==> config.mk <==
export PLATFORM = sky130hd
export DESIGN_NAME = exc_entry_ctrl
export DESIGN_NICKNAME = d
export VERILOG_FILES = /design/src/rtl/exc_pkg.sv /design/src/rtl/exc_arbiter.sv /design/src/rtl/exc_irq_vector.sv /design/src/rtl/exc_vector_calc.sv /design/src/rtl/exc_entry_ctrl.sv
export SDC_FILE = /design/constraint.sdc
export NUM_CORES = 1
export LEC_CHECK = 0
export ABC_AREA = 1
export BUFFER_PORTS_ARGS = -buffer_cell sky130_fd_sc_hd__buf_2
export CAP_MARGIN = 40
export CORE_ASPECT_RATIO = 1.2
export CORE_MARGIN = 8
export CORE_UTILIZATION = 25
export DETAILED_ROUTE_END_ITERATION = 10
export SKIP_LAST_GASP = 1
export SYNTH_ARGS = -nofsm -noshare
export SYNTH_HDL_FRONTEND = slang
export SYNTH_SLANG_ARGS = --single-unit
==> constraint.sdc <==
create_clock -name clk -period 1.4 [get_ports clk]
set_clock_uncertainty 0.15 [all_clocks]
set_input_delay 0.21 -clock clk [delete_from_list [all_inputs] [get_ports clk]]
set_output_delay 0.21 -clock clk [all_outputs]
set_load 0.05 [all_outputs]
==> src/rtl/exc_pkg.sv <==
package exc_pkg;

    typedef enum logic [1:0] {
        ST_IDLE    = 2'd0,
        ST_GENERAL = 2'd1,
        ST_ERROR   = 2'd2,
        ST_DEBUG   = 2'd3
    } entry_state_t;

    // request source indices, lower index wins
    localparam int SRC_SRST = 0;
    localparam int SRC_DBG  = 1;
    localparam int SRC_NMI  = 2;
    localparam int SRC_GEN  = 3;
    localparam int N_SRC    = 4;

    // fixed handler addresses
    localparam logic [31:0] BOOT_GEN_BASE = 32'hBFC0_0200;
    localparam logic [31:0] ERR_ENTRY_PC  = 32'hBFC0_0000;
    localparam logic [31:0] DBG_ENTRY_PC  = 32'hBFC0_0480;

    // offsets from the general base
    localparam logic [31:0] OFS_DEFAULT    = 32'h0000_0180;
    localparam logic [31:0] OFS_REFILL     = 32'h0000_0000;
    localparam logic [31:0] OFS_IRQ        = 32'h0000_0200;
    localparam logic [31:0] OFS_CACHE_BOOT = 32'h0000_0100;
    localparam logic [31:0] OFS_CACHE_RUN  = 32'h2000_0100;

    localparam int BASE_ALIGN_BITS = 10;
    localparam int SPACING_SHIFT   = 5;

    // cause codes with special handling
    localparam int CODE_INT   = 0;
    localparam int CODE_TLBL  = 2;
    localparam int CODE_TLBS  = 3;
    localparam int CODE_CPU   = 11;
    localparam int CODE_CACHE = 30;

endpackage

==> src/rtl/exc_arbiter.sv <==
module exc_arbiter #(
    parameter int N = 4
) (
    input  logic [N-1:0] req,
    output logic [N-1:0] gnt
);

    logic taken;

    // fixed priority: lowest index first, one grant at most
    always_comb begin
        gnt   = '0;
        taken = 1'b0;
        for (int i = 0; i < N; i++) begin
            if (req[i] && !taken) begin
                gnt[i] = 1'b1;
                taken  = 1'b1;
            end
        end
    end

endmodule

==> src/rtl/exc_irq_vector.sv <==
module exc_irq_vector
    import exc_pkg::*;
#(
    parameter int ADDR_W = 32,
    parameter int IRQ_W  = 8,
    parameter int SPC_W  = 5
) (
    input  logic [IRQ_W-1:0]  irq_pending,
    input  logic [IRQ_W-1:0]  st_im,
    input  logic              eic_mode,
    input  logic              st_bev,
    input  logic [SPC_W-1:0]  vec_spacing,
    output logic [ADDR_W-1:0] irq_ofs
);

    logic [IRQ_W-1:0]  masked;
    logic [IRQ_W-1:0]  hi_idx;
    logic [IRQ_W-1:0]  vec_num;
    logic [ADDR_W-1:0] stride;

    assign masked = irq_pending & st_im;

    // highest set bit of the enabled pending lines
    always_comb begin
        hi_idx = '0;
        for (int i = 0; i < IRQ_W; i++) begin
            if (masked[i]) hi_idx = IRQ_W'(i);
        end
    end

    assign vec_num = eic_mode ? irq_pending : hi_idx;
    assign stride  = ADDR_W'(vec_spacing) << SPACING_SHIFT;

    always_comb begin
        if (st_bev || (vec_spacing == '0)) begin
            irq_ofs = ADDR_W'(OFS_IRQ);
        end else begin
            irq_ofs = ADDR_W'(OFS_IRQ) + ADDR_W'(vec_num) * stride;
        end
    end

endmodule

==> src/rtl/exc_vector_calc.sv <==
module exc_vector_calc
    import exc_pkg::*;
#(
    parameter int ADDR_W = 32,
    parameter int CODE_W = 5
) (
    input  logic [CODE_W-1:0] exc_code,
    input  logic              tlb_miss,
    input  logic              st_exl,
    input  logic              st_bev,
    input  logic              iv_en,
    input  logic [ADDR_W-1:0] exc_base,
    input  logic [ADDR_W-1:0] irq_ofs,
    output logic [ADDR_W-1:0] gen_pc
);

    localparam logic [ADDR_W-1:0] BASE_MASK =
        ~((ADDR_W'(1) << BASE_ALIGN_BITS) - ADDR_W'(1));

    logic [ADDR_W-1:0] base;
    logic [ADDR_W-1:0] offset;
    logic              is_refill;

    assign base = st_bev ? ADDR_W'(BOOT_GEN_BASE) : (exc_base & BASE_MASK);

    assign is_refill = tlb_miss && !st_exl &&
                       ((exc_code == CODE_W'(CODE_TLBL)) ||
                        (exc_code == CODE_W'(CODE_TLBS)));

    always_comb begin
        if (exc_code == CODE_W'(CODE_CACHE)) begin
            offset = st_bev ? ADDR_W'(OFS_CACHE_BOOT) : ADDR_W'(OFS_CACHE_RUN);
        end else if (is_refill) begin
            offset = ADDR_W'(OFS_REFILL);
        end else if ((exc_code == CODE_W'(CODE_INT)) && iv_en) begin
            offset = irq_ofs;
        end else begin
            offset = ADDR_W'(OFS_DEFAULT);
        end
    end

    assign gen_pc = base + offset;

endmodule

==> src/rtl/exc_entry_ctrl.sv <==
module exc_entry_ctrl
    import exc_pkg::*;
#(
    parameter int ADDR_W = 32,
    parameter int IRQ_W  = 8,
    parameter int SPC_W  = 5,
    parameter int CODE_W = 5,
    parameter int CE_W   = 2
) (
    input  logic              clk,
    input  logic              rst_n,
    input  logic              srst_req,
    input  logic              dbg_req,
    input  logic              nmi_req,
    input  logic              exc_req,
    input  logic [CODE_W-1:0] exc_code,
    input  logic              tlb_miss,
    input  logic [CE_W-1:0]   cop_num,
    input  logic [IRQ_W-1:0]  irq_pending,
    input  logic              st_exl,
    input  logic              st_erl,
    input  logic              st_bev,
    input  logic [IRQ_W-1:0]  st_im,
    input  logic              iv_en,
    input  logic              eic_mode,
    input  logic [SPC_W-1:0]  vec_spacing,
    input  logic [ADDR_W-1:0] exc_base,
    input  logic [ADDR_W-1:0] fault_pc,
    input  logic              in_delay,
    output logic              pc_valid,
    output logic [ADDR_W-1:0] pc_next,
    output logic [1:0]        entry_kind,
    output logic [ADDR_W-1:0] epc,
    output logic [ADDR_W-1:0] error_epc,
    output logic [ADDR_W-1:0] debug_epc,
    output logic [CODE_W-1:0] cause_code,
    output logic              cause_bd,
    output logic [CE_W-1:0]   cause_ce,
    output logic              exl_o,
    output logic              erl_o,
    output logic              bev_o,
    output logic              dm_o,
    output logic              sr_o,
    output logic              nmi_o
);

    localparam logic [ADDR_W-1:0] INSN_BYTES = ADDR_W'(4);

    logic [N_SRC-1:0]  src_req;
    logic [N_SRC-1:0]  src_gnt;
    logic [ADDR_W-1:0] irq_ofs;
    logic [ADDR_W-1:0] gen_pc;
    logic [ADDR_W-1:0] resume_pc;
    entry_state_t      state_q;
    entry_state_t      state_d;

    assign src_req[SRC_SRST] = srst_req;
    assign src_req[SRC_DBG]  = dbg_req;
    assign src_req[SRC_NMI]  = nmi_req;
    assign src_req[SRC_GEN]  = exc_req;

    exc_arbiter #(.N(N_SRC)) u_arb (
        .req (src_req),
        .gnt (src_gnt)
    );

    exc_irq_vector #(
        .ADDR_W (ADDR_W),
        .IRQ_W  (IRQ_W),
        .SPC_W  (SPC_W)
    ) u_irq (
        .irq_pending (irq_pending),
        .st_im       (st_im),
        .eic_mode    (eic_mode),
        .st_bev      (st_bev),
        .vec_spacing (vec_spacing),
        .irq_ofs     (irq_ofs)
    );

    exc_vector_calc #(
        .ADDR_W (ADDR_W),
        .CODE_W (CODE_W)
    ) u_calc (
        .exc_code (exc_code),
        .tlb_miss (tlb_miss),
        .st_exl   (st_exl),
        .st_bev   (st_bev),
        .iv_en    (iv_en),
        .exc_base (exc_base),
        .irq_ofs  (irq_ofs),
        .gen_pc   (gen_pc)
    );

    // PC to return to: back up to the branch when in a delay slot
    assign resume_pc = in_delay ? (fault_pc - INSN_BYTES) : fault_pc;

    // next-state decode from the winning request
    always_comb begin
        state_d = ST_IDLE;
        if (src_gnt[SRC_SRST] || src_gnt[SRC_NMI]) begin
            state_d = ST_ERROR;
        end else if (src_gnt[SRC_DBG]) begin
            state_d = ST_DEBUG;
        end else if (src_gnt[SRC_GEN]) begin
            state_d = ST_GENERAL;
        end
    end

    // state register
    always_ff @(posedge clk or negedge rst_n) begin
        if (!rst_n) begin
            state_q <= ST_IDLE;
        end else begin
            state_q <= state_d;
        end
    end

    assign entry_kind = state_q;
    assign pc_valid   = (state_q != ST_IDLE);

    // architectural outputs, written in the committing edge
    always_ff @(posedge clk or negedge rst_n) begin
        if (!rst_n) begin
            pc_next    <= '0;
            epc        <= '0;
            error_epc  <= '0;
            debug_epc  <= '0;
            cause_code <= '0;
            cause_bd   <= 1'b0;
            cause_ce   <= '0;
            exl_o      <= 1'b0;
            erl_o      <= 1'b0;
            bev_o      <= 1'b1;
            dm_o       <= 1'b0;
            sr_o       <= 1'b0;
            nmi_o      <= 1'b0;
        end else begin
            unique case (state_d)
                ST_IDLE: begin
                end
                ST_GENERAL: begin
                    pc_next    <= gen_pc;
                    cause_code <= exc_code;
                    if (exc_code == CODE_W'(CODE_CPU)) begin
                        cause_ce <= cop_num;
                    end
                    if (!st_exl) begin
                        epc      <= resume_pc;
                        cause_bd <= in_delay;
                    end
                    exl_o <= 1'b1;
                    erl_o <= st_erl;
                    bev_o <= st_bev;
                end
                ST_ERROR: begin
                    pc_next   <= ADDR_W'(ERR_ENTRY_PC);
                    error_epc <= resume_pc;
                    if (!st_exl) begin
                        cause_bd <= 1'b0;
                    end
                    exl_o <= st_exl;
                    erl_o <= 1'b1;
                    bev_o <= 1'b1;
                    if (src_gnt[SRC_SRST]) begin
                        sr_o <= 1'b1;
                    end else begin
                        nmi_o <= 1'b1;
                    end
                end
                ST_DEBUG: begin
                    pc_next   <= ADDR_W'(DBG_ENTRY_PC);
                    debug_epc <= resume_pc;
                    if (!st_exl) begin
                        cause_bd <= 1'b0;
                    end
                    exl_o <= st_exl;
                    erl_o <= st_erl;
                    bev_o <= st_bev;
                    dm_o  <= 1'b1;
                end
            endcase
        end
    end

endmodule

# Word-level counts from Yosys, hierarchy flattened
# Cells that the tools add are included.
[op_classes]
n_reduce_logical = 26
div = 0
n_lt_le_gt_ge = 0
multipliers = 1
n_mux = 31
shifts = 0
bitwise_logic = 3
n_eq_ne = 9
addsub = 3
[ops]
columns = ["operator", "count"]
rows = [
  ["$mux W32", 6],
  ["$pmux W32 S3", 1],
  ["$mux W8", 7],
  ["$add A10 B32 Y32 const A", 1],
  ["$add A32 B32 Y32", 1],
  ["$sub A32 B3 Y32 const B", 1],
  ["$mux W30", 1],
  ["$mul A8 B5 Y13", 1],
  ["$eq A5 B2 Y1 const B", 2],
  ["$logic_not A5 Y1", 2],
  ["$mux W1", 10],
  ["$and A8 B8 Y8", 1],
  ["$pmux W1 S2", 4],
  ["$reduce_and A2 Y1", 4],
  ["$logic_and A1 B1 Y1", 6],
  ["$reduce_bool A2 Y1", 3],
  ["$eq A5 B4 Y1 const B", 1],
  ["$eq A5 B5 Y1 const B", 1],
  ["$eq A2 B2 Y1 const B", 2],
  ["$logic_not A1 Y1", 4],
  ["$mux W2", 2],
  ["$ne A2 B2 Y1 const B", 2],
  ["$reduce_or A2 Y1", 2],
  ["$logic_or A1 B1 Y1", 3],
  ["4 further kinds", 5],
]
[totals]
latch_bits = 0
ram_bits = 0
input_bits = 105
rom_bits = 0
memories = 0
reg_bits = 144
out_inout_bits = 145

# Logic depth before layout (Yosys ltp)
[logic_depth]
ltp_word = 17
ltp_mapped = 39
ltp_nobuf = 39

# Cells and area by module
# Synthesis repeated with hierarchy kept, for this count alone.
[hier_totals]
cells_unflattened = 1488
hier_area_um2 = 10362.4
[modules_own_cells]
columns = ["module", "area_each_um2", "cells_each", "n_inst"]
rows = [
  ["exc_entry_ctrl", 6221.0, 717, 1],
  ["exc_vector_calc", 2083.2, 436, 1],
  ["exc_irq_vector", 2020.7, 326, 1],
  ["exc_arbiter", 37.5, 9, 1],
]

# Worst setup path after synthesis
# No wires, ideal clock.
[synth_path]
path_type = "in2reg"
start = "input port st_im[2]"
end = "register pc_next[26]"
arrival_time_ns = 5.068
cell_stages = 33
path_slack_ns = -3.930
cell_sequence = "nand2_1 > nand3_1 > o21ai_0 > nand2_1 > a21oi_1 > or2_2 > nand3_1 > fa_1 > fa_1 > fa_1 > inv_1 > ha_1 > nand2_1 > nand3_1 > xor2_1 > ha_1 > nand3_1 > nor2_1 > nand3_1 > o21ai_0 > a21oi_1 > ha_1 > nand2_1 > o21ai_0 > inv_1 > nand2_1 > nand3_1 > nand2_1 > nand2_1 > nand2_1 > nand3_1 > nand2_1 > inv_1"
[synth_between]
elab_chain_len = 16
[synth_lines]
columns = ["element", "line_no", "text"]
rows = [
  ["start, declared", "exc_entry_ctrl.sv:23", "input logic [IRQ_W-1:0] st_im,"],
  ["$and A8 B8 Y8", "exc_irq_vector.sv:21", "assign masked = irq_pending & st_im;"],
  ["$mux W8 (6 in a row)", "exc_irq_vector.sv:27", "if (masked[i]) hi_idx = IRQ_W'(i);"],
  ["$mux W8", "exc_irq_vector.sv:31", "assign vec_num = eic_mode ? irq_pending : hi_idx;"],
  ["$mul A8 B5 Y13", "exc_irq_vector.sv:38", "irq_ofs = ADDR_W'(OFS_IRQ) + ADDR_W'(vec_num) * stride;"],
  ["$add A10 B32 Y32", "exc_irq_vector.sv:38", ""],
  ["$mux W32", "exc_irq_vector.sv:35", "if (st_bev || (vec_spacing == '0)) begin"],
  ["$mux W32", "exc_vector_calc.sv:35", "end else if ((exc_code == CODE_W'(CODE_INT)) && iv_en) begin"],
  ["$mux W32", "exc_vector_calc.sv:33", "end else if (is_refill) begin"],
  ["$mux W32", "exc_vector_calc.sv:31", "if (exc_code == CODE_W'(CODE_CACHE)) begin"],
  ["$add A32 B32 Y32", "exc_vector_calc.sv:42", "assign gen_pc = base + offset;"],
  ["$pmux W32 S3", "exc_entry_ctrl.sv:138", "unique case (state_d)"],
  ["end signal, assigned", "exc_entry_ctrl.sv:142", "pc_next <= gen_pc;"],
  ["end signal, assigned", "exc_entry_ctrl.sv:156", "pc_next <= ADDR_W'(ERR_ENTRY_PC);"],
  ["end signal, assigned", "exc_entry_ctrl.sv:171", "pc_next <= ADDR_W'(DBG_ENTRY_PC);"],
  ["end, declared", "exc_entry_ctrl.sv:31", "output logic [ADDR_W-1:0] pc_next,"],
]
# No other way between the ends.
# A chain may end at the register's enable or synchronous reset.

# Worst setup path in the final report
[layout_path]
start = "input port st_im[2]"
end = "register pc_next[19]"
# The elaborated chain is that of the path after synthesis.

==> results.yml <==
status:
  violations: "setup timing"
  status: "complete, but fails checks"
critical_path:
  crit_required_ns: 1.58
  worst-path-stages: 35
  critical_path.max_fanout: 5
  reg2reg_depth: 3
  critical_path_arrival_ns: 5.06
  end_kind: "flip-flop"
  crit_family: "adder cells"
  crit_buf_inv: 6
  max_stage_delay_ns: 0.53
  path_class: "in2reg"
  slowest_stage: "fa_1"
  start_kind: "primary input"
clock_tree:
  cts-root-buf: "clkbuf_16"
  clock_sinks: 139
  clock_path_buffers: 2
  numCtsBuffers: 17
  path_clk_slew_ns: 0.08
  clk_latency_ns: 0.43
  htreeDepth: 4
  cts_tree: "yes"
sta:
  finalCritPeriodShare_pct: 349
  slew_violations: 0
  fmax_ghz: 0.205
  setup_ws_ns: -3.48
  fin_crit_ns: 4.88
  rsz0062_at_grt: "true"
  setup_viol: 34
  hold_viol_final: 0
cells_and_area:
  final_area_um2: 15800
  layout_common_cells: "317 x nand2_1, 272 x buf_4, 160 x buf_6"
  layout-drive-gt1-share_pct: 46.1
  final_common_cell: "nand2_1"
  layoutNonFillerInstCount: 2216
  area.growth.synth_to_final_pct: 80.9
  final_nets: 1895
  multi_input_area_um2: 5750
  regArea_um2: 3480
  fin_util_pct: 45.5
  fillers: 3356
synth:
  synth-simple-area-share_pct: 30.4
  synthMuxAreaShare_pct: 0
  synth_top_family_by_area: "simple AND/OR/NAND/NOR gates"
  synth_fa_ha_area_share_pct: 9.23
  ys_ff_latch: 139
  yosysWarnings: 0
  yosysSeqAreaShare_pct: 39.8
  async_reset_ff_share_pct: 100
  synth_ff_type: "dfrtp_1"
  yosysUniqueCellTypes: 43
  syn-cell-area_um2: 8730
  synth_compound_area_share_pct: 8.95
  synth_xor_area_share_pct: 2.61
  synth-edff-count: 0
  syn_inst: 1201
  synth.avg_cell_area_um2: 7.27
floorplanning:
  start_util_pct: 25.2
  die_w_um: 187
  boundaryPins: 250
  die_h_um: 221
  num_rows: 75
  dieArea_um2: 41200
  fp.coreArea_um2: 34700
global_route:
  antenna_found_initial: 7
  grt-ovfl-total: 0
  grt_max_degree: 65
  grtUsageTotal_pct: 16.2
  grt_pass1_vias: 10300
  grt_pass1_wl_mm: 53.3
route:
  drt_iter0_markers: 387
  wl_per_cell_um: 15.5
  via_count: 9783
  vias_per_cell: 4.41
  first_pass_iters: 5
  ant_nets: 0
  drt-total-wl_mm: 34.3
  drc: 0
pwr:
  power_frac_clock_pct: 28.0
  switching_share_pct: 41.3
  p_leak_uw: 0.00798
  combPwrFrac_pct: 43.1
  p_int_uw: 9920
  ir_drop_mv: 0.714
  pwr-share-seq_pct: 28.9
  p_switching_uw: 6970
  power.density_nw_per_um2: 1070
placement:
  portBuffers: 233
  gp_congestion: 0.894
  placed_area_um2: 12500
  hpwl_mm: 26.0
  placed_cells: 2094
run:
  max_cap_viol_count: 0
worst_hold_path:
  whs_path_depth: 6
  hp-class: "in2reg"
[stage by stage]
stage	total power [uW]	TNS [ns]	setup slack (ns)	hold slack, ns
after floorplan	8420	-76.72	-3.41	-0.236
after global placement	10300	-130.43	-4.18	0.0333
after detailed placement	10400	-132.91	-4.20	0.0395
after CTS	16500	-75.31	-3.35	0.0254
after global routing	17800	-84.04	-3.68	0.0520
final	16900	-77.56	-3.48	0.0450
[metal layers]
layer	global-route usage (%)	wire (um)	part of all wire, %	vias to the layer above
met5	0	44	0.13	-
met4	4.72	664	1.9	8
met3	5.03	2040	6.0	54
met2	30.4	18300	53	234
met1	17.3	13200	39	4625
li1	-	-	-	4862
[flip-flops by register name (all words and copies together), names as in the netlist]
| signal | count |
|---|---|
| bev_o | 1 |
| cause_bd | 1 |
| cause_ce | 2 |
| cause_code | 5 |
| debug_epc | 32 |
| dm_o | 1 |
| entry_kind | 2 |
| epc | 32 |
| erl_o | 1 |
| error_epc | 32 |
| exl_o | 1 |
| nmi_o | 1 |
| pc_next | 27 |
| sr_o | 1 |
[Yosys cell counts (2+ instances only)]
master	number	area, um^2
nor4_1	2	12.5
nor2_4	2	22.5
nor3_1	14	70.1
buf_2	7	35.0
o21ai_0	84	420
xor2_1	19	166
dfrtp_1	138	3450
o31ai_1	2	15.0
nand2_1	375	1410
ha_1	34	425
xnor2_1	7	61.3
o22ai_1	2	12.5
nand4_1	20	125
o21a_1	4	30.0
or2_2	10	62.6
nor3_2	2	20.0
clkbuf_1	18	67.6
fa_1	19	380
o21ai_1	10	50.1
buf_4	5	37.5
nand3b_1	6	45.0
a32o_1	3	30.0
inv_1	164	616
nor2_2	7	43.8
inv_2	5	18.8
a21oi_1	27	135
nand3_1	60	300
a31oi_1	9	56.3
nand2b_1	2	12.5
nor2_1	131	492
[power by group through the flow]
stage	clock, uW	combinational [uW]	sequential, uW
floorplan	0	1950	6470
global placement	0	5520	4830
detailed placement	0	5600	4830
CTS	4850	6740	4870
global route	5020	7800	4930
finish	4720	7280	4880
[worst min-delay path, stage by stage]
cell	delay (ns)
buf_2	0.10
inv_1	0.04
nor2_1	0.07
nand2_1	0.07
nand3_1	0.06
nand2_1	0.07
[repair_timing]
item                                   4_1_cts  5_1_grt
hold buffers                                16        0
setup endpoints to repair                  196      181
setup buffers                               26       46
gates resized for setup                    408      154
cloned                                       0        0
endpoints found under the hold margin      160        0
pin swaps                                   67       75
[path summary, 6_finish.rpt]
| path | startpoint | endpoint | slack [ns] |
|---|---|---|---|
| worst max-delay path | st_im[2] | pc_next[19] | -3.48 |
| worst min-delay path | exc_base[30] | pc_next[30] | 0.05 |
| worst max register to register | pc_next[22] | pc_next[22] | 0.31 |
| worst min register to register | sr_o | sr_o | 0.36 |
| max in group asynchronous | rst_n | bev_o | 0.56 |
| min in group asynchronous | rst_n | exl_o | 0.15 |
[cells by family (layout without fill, tap and decap cells)]
| family | Yosys count | count (layout) |
|---|---|---|
| other | 1 | 9 |
| buffers and inverters | 200 | 745 |
| AOI/OAI and AO/OA | 145 | 145 |
| and+or+nand+nor | 637 | 637 |
| xor gates and xnor gates | 26 | 26 |
| adders and majority gates | 53 | 53 |
| DFF | 139 | 139 |
[area by class of cell]
cell class | count | share of cell area [%]
diodes | 4 | 0.0633
clock buffers | 17 | 2.69
clock inverters | 15 | 1.20
inverters | 169 | 4.22
multi-input cells | 866 | 36.4
flip-flops and latches | 139 | 22.0
well taps | 462 | 3.66
repair buffers | 544 | 29.8
Power figures use the tool's default switching activity.
